===== config.mk =====
export PLATFORM = sky130hd
export DESIGN_NAME = enc_glitch_filter
export DESIGN_NICKNAME = d
export VERILOG_FILES = /design/src/rtl/enc_glitch_filter.sv
export SDC_FILE = /design/constraint.sdc
export NUM_CORES = 1
export LEC_CHECK = 0
export ABC_AREA = 1
export BUFFER_PORTS_ARGS = -buffer_cell sky130_fd_sc_hd__buf_2
export CAP_MARGIN = 15
export CORE_MARGIN = 4
export CORE_UTILIZATION = 35
export DETAILED_ROUTE_END_ITERATION = 10
export PLACE_DENSITY = 0.49
export SKIP_LAST_GASP = 1
export SYNTH_ARGS = -nofsm -noshare
export SYNTH_HDL_FRONTEND = slang
export SYNTH_SLANG_ARGS = --single-unit

===== constraint.sdc =====
create_clock -name clk -period 2.7 [get_ports clk]
set_input_delay 0.135 -clock clk [delete_from_list [all_inputs] [get_ports clk]]
set_output_delay 0.135 -clock clk [all_outputs]
set_load 0.02 [all_outputs]

===== src/rtl/enc_glitch_filter.sv =====
module enc_glitch_filter #(
  parameter int CNT_W       = 21,
  parameter int SYNC_STAGES = 2
) (
  input  logic             clk,
  input  logic             rst_n,
  input  logic             run,
  input  logic             cfg_we,
  input  logic             cfg_flt_on,
  input  logic [CNT_W-1:0] cfg_len,
  input  logic             in_a,
  input  logic             in_b,
  input  logic             in_z,
  output logic             out_a,
  output logic             out_b,
  output logic             out_z,
  output logic             cur_flt_on,
  output logic [CNT_W-1:0] cur_len
);
  localparam int NCH   = 3;
  localparam int RUN_W = CNT_W + 1;

  logic             flt_q;
  logic [CNT_W-1:0] len_q;
  logic [NCH-1:0]   raw;
  logic [NCH-1:0]   synced;
  logic [NCH-1:0]   clean;
  logic [NCH-1:0]   sync_pipe [SYNC_STAGES];
  logic [RUN_W-1:0] limit;

  assign raw    = {in_z, in_b, in_a};
  assign synced = sync_pipe[SYNC_STAGES-1];
  assign limit  = {1'b0, len_q} + RUN_W'(1);

  always_ff @(posedge clk or negedge rst_n)
    if (!rst_n) begin
      flt_q <= 1'b0;
      len_q <= '0;
    end else if (cfg_we && !run) begin
      flt_q <= cfg_flt_on;
      len_q <= cfg_len;
    end

  always_ff @(posedge clk or negedge rst_n)
    if (!rst_n) begin
      for (int i = 0; i < SYNC_STAGES; i++) sync_pipe[i] <= '0;
    end else begin
      sync_pipe[0] <= raw;
      for (int i = 1; i < SYNC_STAGES; i++) sync_pipe[i] <= sync_pipe[i-1];
    end

  for (genvar ch = 0; ch < NCH; ch++) begin : g_ch
    logic [RUN_W-1:0] stab_cnt;
    logic             lvl;

    always_ff @(posedge clk or negedge rst_n)
      if (!rst_n) begin
        stab_cnt <= '0;
        lvl      <= 1'b0;
      end else if (!flt_q) begin
        stab_cnt <= '0;
        lvl      <= synced[ch];
      end else if (synced[ch] == lvl) begin
        stab_cnt <= '0;
      end else if (stab_cnt == limit) begin
        stab_cnt <= '0;
        lvl      <= synced[ch];
      end else begin
        stab_cnt <= stab_cnt + 1'b1;
      end

    assign clean[ch] = lvl;
  end

  assign out_a      = clean[0];
  assign out_b      = clean[1];
  assign out_z      = clean[2];
  assign cur_flt_on = flt_q;
  assign cur_len    = len_q;
endmodule


==> key figures <==
Synthesis
  • Register bit total from synthesis: 97
  • Xor/xnor share of the synthesized area: 0.0758
  • Post-Syn Area: 0.00636 mm²
  • Combinational family with the most area after synthesis: simple AND/OR/NAND/NOR gates
  • Top post-synthesis cells by count: sky130_fd_sc_hd__nand2_1 (249), sky130_fd_sc_hd__nor2_1 (146), sky130_fd_sc_hd__inv_1 (105), sky130_fd_sc_hd__nand3_1 (105), sky130_fd_sc_hd__dfrtp_1 (97)
  • Most frequently used flop master after synthesis: sky130_fd_sc_hd__dfrtp_1
  • Number of cells produced by synthesis: 909
  • Mux contribution to synthesized area: 0.00531
  • Synth area leader: sky130_fd_sc_hd__dfrtp_1
  • Post-Syn Area per Cell: 6.99 µm²
  • Most used standard cell by instance count after synthesis: sky130_fd_sc_hd__nand2_1
  • EDFF count, synth: 0
  • Share of the synthesized area in compound gates (AO/OA/AOI/OAI): 0.0341
  • Post-synthesis async set-or-reset flop share: 1.00
  • Warnings, synthesis: 0
  • Net count of the mapped netlist: 942
  • Synth unique cells: 35
  • Sequential share of the synthesized area: 0.382
  • Largest cells by area after synthesis: sky130_fd_sc_hd__dfrtp_1 (38%), sky130_fd_sc_hd__nand2_1 (15%), sky130_fd_sc_hd__nor2_1 (8.6%), sky130_fd_sc_hd__nand3_1 (8.3%), sky130_fd_sc_hd__xor2_1 (6.8%)
  • Fraction of the mapped netlist area in simple logic gates: 0.418
  • Share of the synthesized area in the top cell type: 0.382
  • Synthesized-area fraction occupied by adder cells: 0.00787

Final layout
  • Multi-input logic area: 0.00354 mm²
  • Count of placed standard cells in the final layout, fillers left out: 1226
  • Layout net count: 1025
  • Cell area after layout: 0.00747 mm²
  • Filler instances: 1921
  • Antenna Diode Count: 0
  • Fraction of final layout cells with drive strength greater than 1: 0.150
  • Signed area change from the synthesized netlist to the final layout: 17.6%
  • FF/Latch Area: 0.00243 mm²

Place
  • Placed wire-length estimate: 16000 µm
  • Instance area at placement: 0.00703 mm²
  • Number of buffers added on ports: 53
  • Global placer's final weighted congestion: 0.921
  • Number of instances in the placed design: 1201

Floorplan
  • Cell row count: 49
  • Top-level I/O count: 54
  • Die area: 0.0204 mm²
  • Die Span Y: 143 µm
  • Initial cell density of the core: 0.355
  • Die width: 143 µm
  • Core region area: 0.0179 mm²

CTS
  • Clk_lat worst skew: 0.36 ns
  • Clock Tree Buf Depth: 2
  • CTS clock-pin slew for the worst setup and hold paths: 0.07 ns
  • Clock buffers created by TritonCTS: 9
  • Sink Count: 97
  • Deepest level of the CTS H-tree: 3
  • Cell at the root of the clock tree: sky130_fd_sc_hd__clkbuf_16
  • TritonCTS clock tree: built

Pwr
  • Pleak: 0.00337 µW
  • Power Density: 511 mW/mm²
  • Maximum resistive drop on vdd: 0.296 mV

Hold path
  • Min-delay src: cfg_len[0]
  • Hold Path Stages: 2
  • Hold Path Sink: cur_len[0]$_DFFE_PN0P_
  • Kind of path behind the tightest hold check: primary input to flip-flop

GRT
  • Number of antenna violations at the first check in global routing: 0
  • Global-route usage over all layers: 0.204
  • Vias in the first global route: 5891
  • Maximum number of pins on one net before global-route repair: 49
  • Global-route wire length before repair: 32100 µm
  • Overflow left after global routing: 0

Setup path
  • Most frequent cell on the critical path: sky130_fd_sc_hd__nor2_1
  • R2R cell count: 15
  • Crit-path max FO: 22
  • Startpoint type of the worst setup path: flip-flop
  • Flop2flop setup slack: 0.21 ns
  • Crit path arrival time: 2.73 ns
  • Reg2reg start: cur_len[1]$_DFFE_PN0P_
  • Worst reg2reg endpoint: g_ch[2].stab_cnt[0]$_DFF_PN0_
  • CP cell instances: ha_2, nand3_4, nor2_4, buf_4, nand4_1, buf_4, nand3_1, nand2_1, nor2_1, nand2_1, nor2_1, nand3_2, nand3_2, buf_12, nor2_1
  • Worst path max stage delay: 0.42 ns
  • Slowest CP cell: sky130_fd_sc_hd__dfrtp_1
  • Endpoint class of the critical path: flip-flop
  • Required time worst endpoint: 2.94 ns
  • Worst setup path category: flip-flop to flip-flop

Drt
  • Routed wire length: 20400 µm
  • First-pass iteration count of the detailed router: 5
  • Residual antenna-violating net count after detailed routing: 0
  • Count of routing violations after the opening detailed-route iteration: 530
  • Via density per instance: 4.93
  • DRC Markers: 0
  • Average wire per standard cell: 16.6 µm
  • Total number of vias: 6048

STA
  • Final Skew: 0.00929 ns
  • Number of endpoints failing setup at the final stage: 0
  • F_max: 402 MHz
  • Hold violation total from the final report: 0
  • Relative slew slack: 0.413
  • Transition at the pin with the smallest max-transition slack: 0.878 ns
  • Tmin final: 2.49 ns
  • Final period util: 0.922
  • Final max-slew violation count: 0
  • Accumulated negative setup slack: 0 ns

Status
  • Run status: finished, final reports clean

Run
  • Max-Cap Viols: 0
[cell families after synthesis]
kind of cell,after synthesis
mux,3
fa+ha+maj,4
compound gates,41
xor+xnor,55
buf+inv,120
simple gates,589
flops,97
[layout make-up]
| type | instances | area share |
|---|---|---|
| multi-input combinational | 695 | 0.474 |
| sequential | 97 | 0.325 |
| timing repair buffer | 82 | 0.0717 |
| inverter | 107 | 0.0541 |
| tap | 229 | 0.0383 |
| clock buffer | 9 | 0.0301 |
| clock inverter | 7 | 0.00720 |
[per-layer routing]
layer  up-vias  wire, µm  GRT usage
li1       3090         -          -
met1      2814     10200      0.302
met2       113      8940      0.308
met3        31       648     0.0211
met4         0       578     0.0750
met5         -         0          0
[flip-flops by register name (all words and copies together) (netlist names)]
register       cells
g_ch.stab_cnt     66
cur_len           21
sync_pipe          3
synced             3
cur_flt_on         1
out_a              1
out_b              1
out_z              1
[power breakdown]
group | internal, µW | total (µW) | switching, µW
clock | 632 | 1250 | 614
combinational | 312 | 930 | 618
sequential | 1520 | 1650 | 124
total | 2470 | 3820 | 1360
[metrics by stage]
stage          hold WS [ns]  setup WS, ns  utilization  total power [µW]
3_3_place_gp          0.213         0.118        0.393              2560
4_1_cts             0.00121         0.104        0.411              3820
5_1_grt              0.0160       -0.0138        0.417              4030
3_5_place_dp          0.219         0.114        0.393              2550
2_1_floorplan        -0.161         0.544            -              2230
6_report             0.0133         0.210        0.417              3820
[repair_timing]
action                                 in CTS  in global routing
setup endpoints to repair                   0                 66
endpoints found under the hold margin      50                  0
hold buffers                                5                  0
setup buffers                               0                  1
gates resized for setup                     0                 16
[layout by cell type (no fill, tap or decap), drive strengths merged, types with 10 or more instances in the layout]
master	count
nor2	165
nor3	12
nand3	116
nand2	254
dfrtp	97
buf	77
nand4	23
o21ai	20
xor2	49
nor4	10
a21oi	21
inv	109
[worst max-delay path by stage]
| stage | from | endpoint | slack, ns | cells past startpoint |
|---|---|---|---|---|
| after floorplan | cur_len[1]$_DFFE_PN0P_ | g_ch[1].stab_cnt[2]$_DFF_PN0_ | 0.54 | 13 |
| after global placement | cur_len[1]$_DFFE_PN0P_ | g_ch[2].stab_cnt[2]$_DFF_PN0_ | 0.12 | 15 |
| after detailed placement | cur_len[1]$_DFFE_PN0P_ | g_ch[2].stab_cnt[12]$_DFF_PN0_ | 0.11 | 15 |
| after CTS | cur_len[1]$_DFFE_PN0P_ | g_ch[2].stab_cnt[0]$_DFF_PN0_ | 0.10 | 15 |
| after global routing | cur_len[1]$_DFFE_PN0P_ | g_ch[2].stab_cnt[3]$_DFF_PN0_ | -0.01 | 15 |
| final | cur_len[1]$_DFFE_PN0P_ | g_ch[2].stab_cnt[0]$_DFF_PN0_ | 0.21 | 15 |
[critical path, delay by kind of cell (launching register included)]
family        cells  cell delay, ns
flops             1            0.42
buf+inv           3            0.50
simple gates     11            1.19
fa+ha+maj         1            0.25
Note: power is estimated with default switching activity, not from simulation.
